--- src/rtl/smb_pec_pkg.sv ---
package smb_pec_pkg;
  localparam int unsigned BYTE_W = 8;

  typedef logic [BYTE_W-1:0] byte_t;

  // one byte through the CRC, MSB first
  function automatic byte_t crc_step(input byte_t crc, input byte_t data, input byte_t poly);
    byte_t c;
    c = crc ^ data;
    for (int i = 0; i < BYTE_W; i++) begin
      c = c[BYTE_W-1] ? ((c << 1) ^ poly) : (c << 1);
    end
    return c;
  endfunction
endpackage

--- src/rtl/smb_idle_timer.sv ---
module smb_idle_timer #(
  parameter int unsigned CLK_HZ = 100_000_000,
  parameter int unsigned TO_MS  = 25
) (
  input  logic clk_i,
  input  logic rst_ni,
  input  logic en_i,
  input  logic start_i,
  input  logic stop_i,
  input  logic edge_i,
  output logic fire_o
);
  localparam int unsigned TO_CYC = (CLK_HZ / 1000) * TO_MS;
  localparam int unsigned CNT_W  = $clog2(TO_CYC + 1);
  localparam logic [CNT_W-1:0] LAST = CNT_W'(TO_CYC - 1);

  logic             busy_q;
  logic [CNT_W-1:0] cnt_q;
  logic             fire_q;
  logic             hit;

  assign hit = busy_q && en_i && !edge_i && !start_i && !stop_i && (cnt_q == LAST);

  always_ff @(posedge clk_i or negedge rst_ni) begin
    if (!rst_ni) begin
      busy_q <= 1'b0;
      cnt_q  <= '0;
      fire_q <= 1'b0;
    end else begin
      fire_q <= 1'b0;
      if (start_i) begin
        busy_q <= 1'b1;
        cnt_q  <= '0;
      end else if (stop_i) begin
        busy_q <= 1'b0;
        cnt_q  <= '0;
      end else if (hit) begin
        busy_q <= 1'b0;
        cnt_q  <= '0;
        fire_q <= 1'b1;
      end else if (!busy_q || !en_i || edge_i) begin
        cnt_q <= '0;
      end else begin
        cnt_q <= cnt_q + 1'b1;
      end
    end
  end

  assign fire_o = fire_q;
endmodule

--- src/rtl/smb_crc_unit.sv ---
module smb_crc_unit
  import smb_pec_pkg::*;
#(
  parameter byte_t POLY = 8'h07,
  parameter byte_t INIT = 8'h00
) (
  input  logic  clk_i,
  input  logic  rst_ni,
  input  logic  clr_i,
  input  logic  upd_i,
  input  byte_t data_i,
  output byte_t crc_o
);
  byte_t crc_q;

  always_ff @(posedge clk_i or negedge rst_ni) begin
    if (!rst_ni)     crc_q <= INIT;
    else if (clr_i)  crc_q <= INIT;
    else if (upd_i)  crc_q <= crc_step(crc_q, data_i, POLY);
  end

  assign crc_o = crc_q;
endmodule

--- src/rtl/smb_pec_guard.sv ---
module smb_pec_guard
  import smb_pec_pkg::*;
#(
  parameter int unsigned CLK_HZ = 100_000_000,
  parameter int unsigned TO_MS  = 25,
  parameter byte_t       POLY   = 8'h07
) (
  input  logic       clk_i,
  input  logic       rst_ni,
  input  logic       to_en_i,
  input  logic       bus_edge_i,
  input  logic       start_i,
  input  logic       stop_i,
  input  logic       byte_vld_i,
  input  logic [7:0] byte_i,
  input  logic       pec_slot_i,
  input  logic       rd_i,
  output logic       to_rst_o,
  output logic [7:0] crc_o,
  output logic [7:0] pec_tx_o,
  output logic       pec_match_o,
  output logic       pec_err_o
);
  logic  clr, upd, chk;
  byte_t crc;
  logic  match_q, err_q;

  smb_idle_timer #(.CLK_HZ(CLK_HZ), .TO_MS(TO_MS)) u_timer (
    .clk_i  (clk_i),
    .rst_ni (rst_ni),
    .en_i   (to_en_i),
    .start_i(start_i),
    .stop_i (stop_i),
    .edge_i (bus_edge_i),
    .fire_o (to_rst_o)
  );

  // start and timeout win over a byte in the same cycle
  assign clr = start_i || to_rst_o;
  assign upd = byte_vld_i && !pec_slot_i && !clr;
  assign chk = byte_vld_i && pec_slot_i && !rd_i && !clr;

  smb_crc_unit #(.POLY(POLY), .INIT(8'h00)) u_crc (
    .clk_i (clk_i),
    .rst_ni(rst_ni),
    .clr_i (clr),
    .upd_i (upd),
    .data_i(byte_i),
    .crc_o (crc)
  );

  always_ff @(posedge clk_i or negedge rst_ni) begin
    if (!rst_ni) begin
      match_q <= 1'b0;
      err_q   <= 1'b0;
    end else begin
      match_q <= chk && (byte_i == crc);
      if (clr)                        err_q <= 1'b0;
      else if (chk && byte_i != crc)  err_q <= 1'b1;
    end
  end

  assign crc_o       = crc;
  assign pec_tx_o    = rd_i ? crc : 8'h00;
  assign pec_match_o = match_q;
  assign pec_err_o   = err_q;
endmodule

--- config.mk ---
export PLATFORM = sky130hd
export DESIGN_NAME = smb_pec_guard
export DESIGN_NICKNAME = d
export VERILOG_FILES = /design/src/rtl/smb_pec_pkg.sv /design/src/rtl/smb_idle_timer.sv /design/src/rtl/smb_crc_unit.sv /design/src/rtl/smb_pec_guard.sv
export SDC_FILE = /design/constraint.sdc
export NUM_CORES = 1
export LEC_CHECK = 0
export ABC_AREA = 1
export BUFFER_PORTS_ARGS = -buffer_cell sky130_fd_sc_hd__buf_2
export CAP_MARGIN = 40
export CORE_UTILIZATION = 55
export CTS_BUF_LIST = sky130_fd_sc_hd__clkbuf_2
export DETAILED_ROUTE_END_ITERATION = 16
export PLACE_DENSITY = 0.78
export SLEW_MARGIN = 20
export SYNTH_ARGS = -nofsm -noshare
export SYNTH_HDL_FRONTEND = slang
export SYNTH_SLANG_ARGS = --single-unit
--- constraint.sdc ---
create_clock -name clk_i -period 1.9 [get_ports clk_i]
set_clock_uncertainty 0.1 [all_clocks]
set_input_delay 0.285 -clock clk_i [delete_from_list [all_inputs] [get_ports clk_i]]
set_output_delay 0.285 -clock clk_i [all_outputs]
set_load 0.02 [all_outputs]
== After elaboration in Yosys (flattened, before gate mapping) ==
Index checks and enable logic that the tools add are counted.

* Register bits after elaboration: 34
* Input port bits: 17
* Output and inout bits: 19
* Word-level logic and storage cells: 68

* Add/subtract/negate cells: 1
* Equality and inequality tests: 3
* Mux-type cells: 23
* Bitwise gates (word level): 9
* Reductions and logical operators: 26

{| class="wikitable"
|+ Operators by type and width
! cell !! number
|-
| 2-to-1 mux 22 bit || 4
|-
| 2-to-1 mux 3 bit || 8
|-
| 2-to-1 mux 8 bit || 3
|-
| NOT 3 bit || 8
|-
| adder 22 x 1 -> 22 bit (second input constant) || 1
|-
| == test 22 bit (second input constant) || 1
|-
| logical AND 1 bit || 12
|-
| == test 8 bit || 1
|-
| logical NOT 1 bit || 8
|-
| 2-to-1 mux 1 bit || 8
|-
| != test 8 bit || 1
|-
| XOR 8 bit || 1
|-
| nonzero test 2 bit || 2
|-
| logical OR 1 bit || 3
|-
| nonzero test 3 bit || 1
|}

== Logic depth before layout (Yosys ltp) ==
Gate-level depths: netlist of run 1.

* Word-level depth: 19
* Gate-level depth with buffers: 10
* Gate-level depth less buffers: 10

== Cells and area by module ==
A second synthesis of run 1 with hierarchy kept.

* Cells, all modules: 363
* Area, all modules: 2374.8 um2

{| class="wikitable"
|+ Modules (own cells, without submodules)
! module !! times used !! cells each !! area an instance (um2)
|-
| smb_idle_timer || 1 || 195 || 1393.8
|-
| smb_crc_unit || 1 || 102 || 666.9
|-
| smb_pec_guard || 1 || 66 || 314.1
|}

== Least setup slack after synthesis of run 1 ==
Ideal clock, no wire load.

* Path type: register to register
* Start: register u_crc.crc_q[5] (netlist: u_crc.crc_o[5])
* End: register u_crc.crc_q[5] (netlist: u_crc.crc_o[5])
* Arrival: 1.352 ns
* Path slack: 0.321 ns
* Cell stages (with the launch flop): 8
* Path through: dfrtp_1 xor2_1 inv_1 ha_1 inv_1 nand2_1 nand2_1 o21ai_0

* Word-level cells in the longest chain between the ends: 8

{| class="wikitable"
|+ RTL lines
! item !! RTL line !! RTL
|-
| from (decl) || smb_crc_unit.sv:14 || <nowiki>byte_t crc_q;</nowiki>
|-
| from (signal assigned) || smb_crc_unit.sv:19 || <nowiki>else if (upd_i) crc_q <= crc_step(crc_q, data_i, POLY);</nowiki>
|-
| XOR 8 bit (*) || smb_pec_pkg.sv:9 || <nowiki>c = crc ^ data;</nowiki>
|-
| 2-to-1 mux 3 bit (*) || smb_pec_pkg.sv:11 || <nowiki>c = c[BYTE_W-1] ? ((c << 1) ^ poly) : (c << 1);</nowiki>
|-
| NOT 3 bit (no line) || -- ||
|-
| 2-to-1 mux 3 bit (*) || smb_pec_pkg.sv:11 ||
|-
| NOT 3 bit (no line) || -- ||
|-
| 2-to-1 mux 3 bit (*) || smb_pec_pkg.sv:11 ||
|-
| 2-to-1 mux 8 bit (*) || smb_crc_unit.sv:19 ||
|-
| 2-to-1 mux 8 bit (*) || smb_crc_unit.sv:18 || <nowiki>else if (clr_i) crc_q <= INIT;</nowiki>
|}

Every way passes the cells marked *; elsewhere a longest branch is shown, timed or not. The select of a mux whose other input is x is not followed.
A chain may end at the register's enable or synchronous reset.

== Worst setup path in the final report of run 1 ==
* Start: register u_timer.cnt_q[0]
* End: register u_timer.cnt_q[16]

* Word-level cells in the longest chain between the ends: 5

{| class="wikitable"
|+ RTL lines
! item !! RTL line !! RTL
|-
| from (decl) || smb_idle_timer.sv:18 || <nowiki>logic [CNT_W-1:0] cnt_q;</nowiki>
|-
| from (signal assigned) || smb_idle_timer.sv:44 || <nowiki>cnt_q <= cnt_q + 1'b1;</nowiki>
|-
| adder 22 x 1 -> 22 bit or == test 22 bit (tied branches) || smb_idle_timer.sv:44, smb_idle_timer.sv:22 ||
|-
| 2-to-1 mux 22 bit or logical AND 1 bit (tied branches) || smb_idle_timer.sv:41, smb_idle_timer.sv:22 ||
|-
| 2-to-1 mux 22 bit (*) || smb_idle_timer.sv:37 || <nowiki>end else if (hit) begin</nowiki>
|-
| 2-to-1 mux 22 bit (*) || smb_idle_timer.sv:34 || <nowiki>end else if (stop_i) begin</nowiki>
|-
| 2-to-1 mux 22 bit (*) || smb_idle_timer.sv:31 || <nowiki>if (start_i) begin</nowiki>
|}

Every way passes the cells marked *; elsewhere a longest branch is shown, timed or not.

==> results.yml, run 1 <==
synthesis:
  synth_flop_cell: "dfrtp_1"
  synth.largest_area_cell: "dfrtp_1"
  synth_area_sq_mm: 0.002253
  yosys_register_bits: 34
  synthTopCellsByArea: "dfrtp_1 (38%), nand2_1 (18%), nor2_1 (8.5%)"
  yosysTopAreaCellShare_pct: 37.76
  syn-instance-count: 331
  ys_seq_area_share_pct: 37.76
  syn_area_per_cell_sq_um: 6.808
  syn-num-nets: 352
  synth_common_cells: "nand2_1 (111), nor2_1 (51), inv_1 (42)"
  synth-edff-count: 0
  synth-async-reset-ratio_pct: 100.0
  yosysMostFrequentCell: "nand2_1"
  synth_cell_types: 26
  yosys_warnings: 0
global_route:
  grt_max_degree: 35
  grtUsageTotal_pct: 27.03
  grt_pass1_vias: 2016
  antenna_found_initial: 0
  grt_pass1_wl_mm: 8.825
  overflow: 0
route:
  wl_met1_mm: 2.656
  first_pass_iters: 4
  vias: 2172
  met2WireLength_mm: 2.232
  wl_per_cell_microns: 12.16
  dr.first_iter.drc_count: 183
  wl_met3_microns: 262
  ant_nets: 0
  drc: 0
  routed.top_layer: "met4"
  via_per_inst: 5.075
  drt_wl_total_mm: 5.204
setup_path:
  crit_family: "simple AND/OR/NAND/NOR gates"
  endpoint_kind: "register"
  crit_chain: "ha_1 > nand2_2 > nor2_1 > nand2_1 > nor2_1 > nand2_2 > nand3_2 > buf_12 > nor2_1"
  worstSetupPathType: "reg2reg"
  cp.depth: 9
  required_ps: 2090
  ff2ff_path_depth: 9
  cp_slowest_cell: "dfrtp_1"
  critPathMaxFanout: 20
  cp.buffers_inverters: 1
  setup.worst_path.start_class: "register"
  arrival_ps: 1940
  cp_slowest_stage_delay_ps: 420
  cpMostUsedCell: "nor2_1"
floorplanning:
  ios: 36
  initial_core_util_pct: 59.32
  fp.dieW_microns: 66.01
  die_h_microns: 66.01
  fp-row-count: 22
  die_area_sq_mm: 0.004357
  core-area_sq_mm: 0.003799
clock_network:
  cts_tree: "yes"
  htreeDepth: 2
  ctsHoldBuffers: 1
  clkTransAtPathRegs_ps: 180
  cts-root-buf: "clkbuf_2"
  cts_setup_buffers: 0
  cts.sinks: 34
  clock_latency_ps: 390
  cts_buffers: 5
  cts_buffer_depth: 2
  cts_resized: 0
place:
  pre_cts_slack_ps: 174.5
  routabilityCongestion: 0.9071
  io_buffers: 35
  place_hpwl_mm: 4.041
sta:
  final_max_slew_viol_count: 0
  max_freq_mhz: 572.8
  finalCriticalPeriod_ps: 1746
  tightest_slew_ps: 433.8
  min_period_over_period_pct: 91.88
  max-slew-margin-rel_pct: 71.08
  worst_slack_ps: 154.3
  setup_viol: 0
  hold_viol_final: 0
  rsz0062_at_grt: "false"
  timing.setup.tns_ps: 0
power_and_ir_drop:
  power_density_mw_per_mm2: 570.0
  vdd_ir_drop_max_mv: 0.5805
  power.total_mw: 1.473
  leakagePower_nw: 1.327
cells_and_area:
  nets: 400
  area_growth_pct: 14.66
  drive_gt1_share_pct: 16.84
  postLayoutCoreUtil_pct: 68.02
  diodes: 0
worst_hold_path:
  min_delay_path_depth: 3
  min-delay-path-class: "in2reg"
run:
  maxCapViolCount: 0
run_status:
  status: "finished, final reports clean"
## cell type report
class                           instances  area [sq um]
Multi-Input combinational cell        251          1215
Clock inverter                          2         8.758
Tap cell                               48         60.06
Timing Repair Buffer                   44         257.7
Sequential cell                        34         850.8
Inverter                               43         161.4
Clock buffer                            6         30.03
Fill cell                             355          1215
## cell families (layout without fill, tap and decap cells)
group | after synthesis | in the layout | share of synthesized area [%]
buffers and inverters | 46 | 95 | 8.328
DFF | 34 | 34 | 37.76
adders and majority gates | 4 | 4 | 2.221
xor gates and xnor gates | 19 | 19 | 7.718
AOI/OAI and AO/OA | 12 | 12 | 2.999
and+or+nand+nor | 216 | 216 | 40.98
## placed cells by master (no fill, tap or decap), types with 2 or more instances in the layout
cell type | synthesis | final
nor3_1 | 9 | 9
o21ai_0 | 9 | 9
nor2_1 | 51 | 51
nand4_1 | 5 | 5
xnor2_1 | 8 | 8
xor2_1 | 10 | 10
nand2_1 | 111 | 111
nor2_2 | 3 | 3
nand3_2 | 2 | 2
buf_4 | 0 | 7
nand3_1 | 26 | 26
ha_1 | 4 | 4
dfrtp_1 | 34 | 34
nand2_2 | 3 | 3
nor3_2 | 2 | 2
inv_1 | 42 | 42
buf_2 | 0 | 35
clkbuf_2 | 0 | 6
## through the flow
step / cells / instance area (sq um) / hold WS, ps
after floorplan: 331 / 2253 / -110.6
after global placement: 419 / 2535 / 238.9
after detailed placement: 419 / 2535 / 244.4
after CTS: 428 / 2584 / 29.11
after global routing: 428 / 2584 / 40.73
final: 428 / 2584 / 33.50
## state kept, by name, summed over array words and instances, names as in the netlist
name            count
pec_err_o           1
pec_match_o         1
u_crc.crc_o         8
u_timer.busy_q      1
u_timer.cnt_q      22
u_timer.fire_o      1
## path summary, 6_finish.rpt
kind / startpoint / to / slack, ps
min reg2reg: u_timer.cnt_q[0] / u_timer.cnt_q[0] / 400
min: start_i / u_timer.busy_q / 30
max: u_timer.cnt_q[0] / u_timer.cnt_q[16] / 150
min in group asynchronous: rst_ni / u_timer.cnt_q[14] / 320
max reg2reg: u_timer.cnt_q[0] / u_timer.cnt_q[16] / 150
max in group asynchronous: rst_ni / u_timer.cnt_q[20] / 1060
## per-layer routing
metal / track usage [%] / vias up
met4: 7.713 / 0
met1: 37.92 / 987
met3: 6.207 / 7
li1: - / 1120
met2: 41.45 / 58
met5: 0 / -
## report_power, final
part / total (mW) / switching [mW] / internal (mW) / leakage (nW)
clock network: 0.340 / 0.250 / 0.0904 / 0.0304
logic: 0.366 / 0.226 / 0.140 / 0.828
registers: 0.767 / 0.0235 / 0.743 / 0.468
total: 1.47 / 0.499 / 0.974 / 1.33
## worst min-delay path: stages
cell and delay [ps]:
buf_2 130, inv_1 60, nand2_1 50
Power figures use the tool's default switching activity.
==> inputs of run 2 (changes only) <==
--- a/config.mk
+++ b/config.mk
@@ -11,3 +11,2 @@
 export CORE_UTILIZATION = 55
-export CTS_BUF_LIST = sky130_fd_sc_hd__clkbuf_2
 export DETAILED_ROUTE_END_ITERATION = 16
--- a/constraint.sdc
+++ b/constraint.sdc
@@ -4,2 +4,2 @@
 set_output_delay 0.285 -clock clk_i [all_outputs]
-set_load 0.02 [all_outputs]
+set_load 0.05 [all_outputs]
==> results.yml, run 2 (synthesis results as in run 1) <==
run_status:
  status: "finished, final reports clean"
route:
  drt_wl_total_mm: 5.223
  first_pass_iters: 4
  dr.first_iter.drc_count: 180
  wl_per_cell_microns: 12.20
  ant_nets: 0
  vias: 2192
  drc: 0
  via_per_inst: 5.121
cells_and_area:
  multi_input_area_sq_mm: 0.001215
  layout_common_cells: "nand2_1 (111), nor2_1 (51), inv_1 (42)"
  layout_commonest_cell: "nand2_1"
  largest_reg_flops: 22
  postLayoutCoreUtil_pct: 69.40
  nets: 400
  area_growth_pct: 16.99
  diodes: 0
  nFillCells: 346
  seq_area_sq_um: 850.8
  drive_gt1_share_pct: 16.84
  registers.top_by_ff_count: "u_timer.cnt_q"
sta:
  min_period_over_period_pct: 91.42
  max_freq_mhz: 575.7
  worst_slack_ps: 163.1
  hold_viol_final: 0
  timing.setup.tns_ps: 0
  final_max_slew_viol_count: 0
  finalCriticalPeriod_ps: 1737
  tightest_slew_ps: 430.7
  setup_viol: 0
  rsz0062_at_grt: "false"
  max-slew-margin-rel_pct: 71.29
setup_path:
  crit_family: "simple AND/OR/NAND/NOR gates"
  critPathMaxFanout: 20
  cp.buffers_inverters: 1
  crit_chain: "ha_1 > nand2_2 > nor2_1 > nand2_1 > nor2_1 > nand2_2 > nand3_2 > buf_12 > nor2_1"
  arrival_ps: 1810
  endpoint_kind: "register"
  rr_startpoint: "u_timer.cnt_q[0]"
  cp_slowest_stage_delay_ps: 390
  cp_slowest_cell: "dfrtp_1"
  setup.worst_path.start_class: "register"
  required_ps: 1980
  startpoint: "u_timer.cnt_q[0]"
  worstSetupPathType: "reg2reg"
  cpMostUsedCell: "nor2_1"
global_route:
  grt_pass1_wl_mm: 8.859
  grtUsageTotal_pct: 27.17
  overflow: 0
  antenna_found_initial: 0
  grt_pass1_vias: 2025
  grt_max_degree: 35
floorplanning:
  die_area_sq_mm: 0.004357
  fp-row-count: 22
  die_h_microns: 66.01
  core-area_sq_mm: 0.003799
  initial_core_util_pct: 59.32
  ios: 36
  fp.dieW_microns: 66.01
place:
  place_hpwl_mm: 4.041
  pre_cts_slack_ps: 174.5
  io_buffers: 35
  routabilityCongestion: 0.9071
clock_network:
  clkTransAtPathRegs_ps: 70
  htreeDepth: 2
  cts_tree: "yes"
  cts-root-buf: "clkbuf_8"
  cts.sinks: 34
  cts_buffers: 5
  cts_buffer_depth: 2
  clock_latency_ps: 290
worst_hold_path:
  min-delay-path-class: "in2reg"
  min_from: "start_i"
power_and_ir_drop:
  power.total_mw: 1.749
  vdd_ir_drop_max_mv: 0.5172
  leakagePower_nw: 1.345
  power_density_mw_per_mm2: 663.6
run:
  maxCapViolCount: 0
-- run 2: cell types whose count changed in the layout (fill, tap and decap cells not counted) --
cell,change
clkbuf_1,+1
clkbuf_2,-6
clkbuf_8,+6
clkinv_1,-1
-- run 2: path summary, 6_finish.rpt --
check                           slack (ps)  cells after the start           endpoint
max in group asynchronous              940                      3  u_timer.cnt_q[20]
worst max-delay path                   160                      9  u_timer.cnt_q[17]
min in group asynchronous              450                      3     u_crc.crc_o[1]
worst max register to register         160                      9  u_timer.cnt_q[17]
worst min-delay path                   160                      3     u_timer.busy_q
worst min register to register         390                      1   u_timer.cnt_q[0]
-- run 2: where the power goes --
part	internal [mW]	total, mW	switching [mW]
clock network	0.292	0.553	0.261
logic	0.140	0.429	0.289
registers	0.743	0.766	0.0233
total	1.18	1.75	0.574
-- run 2: final cells by class --
type	count	share of cell area [%]
Clock buffer	7	3.275
Tap cell	48	2.278
Clock inverter	1	0.1898
Sequential cell	34	32.27
Timing Repair Buffer	44	9.777
Multi-Input combinational cell	251	46.08
Inverter	43	6.122
-- run 2: repair_timing --
item	in CTS	in global routing
hold endpoints to repair	34	0
hold buffers	1	0
gates resized for setup	0	0
buffers inserted	0	0
-- run 2: through the flow --
stage | instances | instance area, sq um | hold WS [ps]
after floorplan | 331 | 2253 | -110.6
after global placement | 419 | 2535 | 238.9
after detailed placement | 419 | 2535 | 244.4
after CTS | 428 | 2636 | 153.6
after global routing | 428 | 2636 | 182.5
final | 428 | 2636 | 158.1
-- run 2: tightest hold or removal path: stages --
cell and delay (ps):
buf_2 120, inv_1 50, nand2_1 60
-- run 2: metal layers --
metal	up-vias	GRT usage [%]	share of wire, %
met3	5	6.724	6.1
met5	-	0	0
met1	1004	38.14	50
met2	62	41.33	43
li1	1121	-	-
met4	0	7.713	0.98
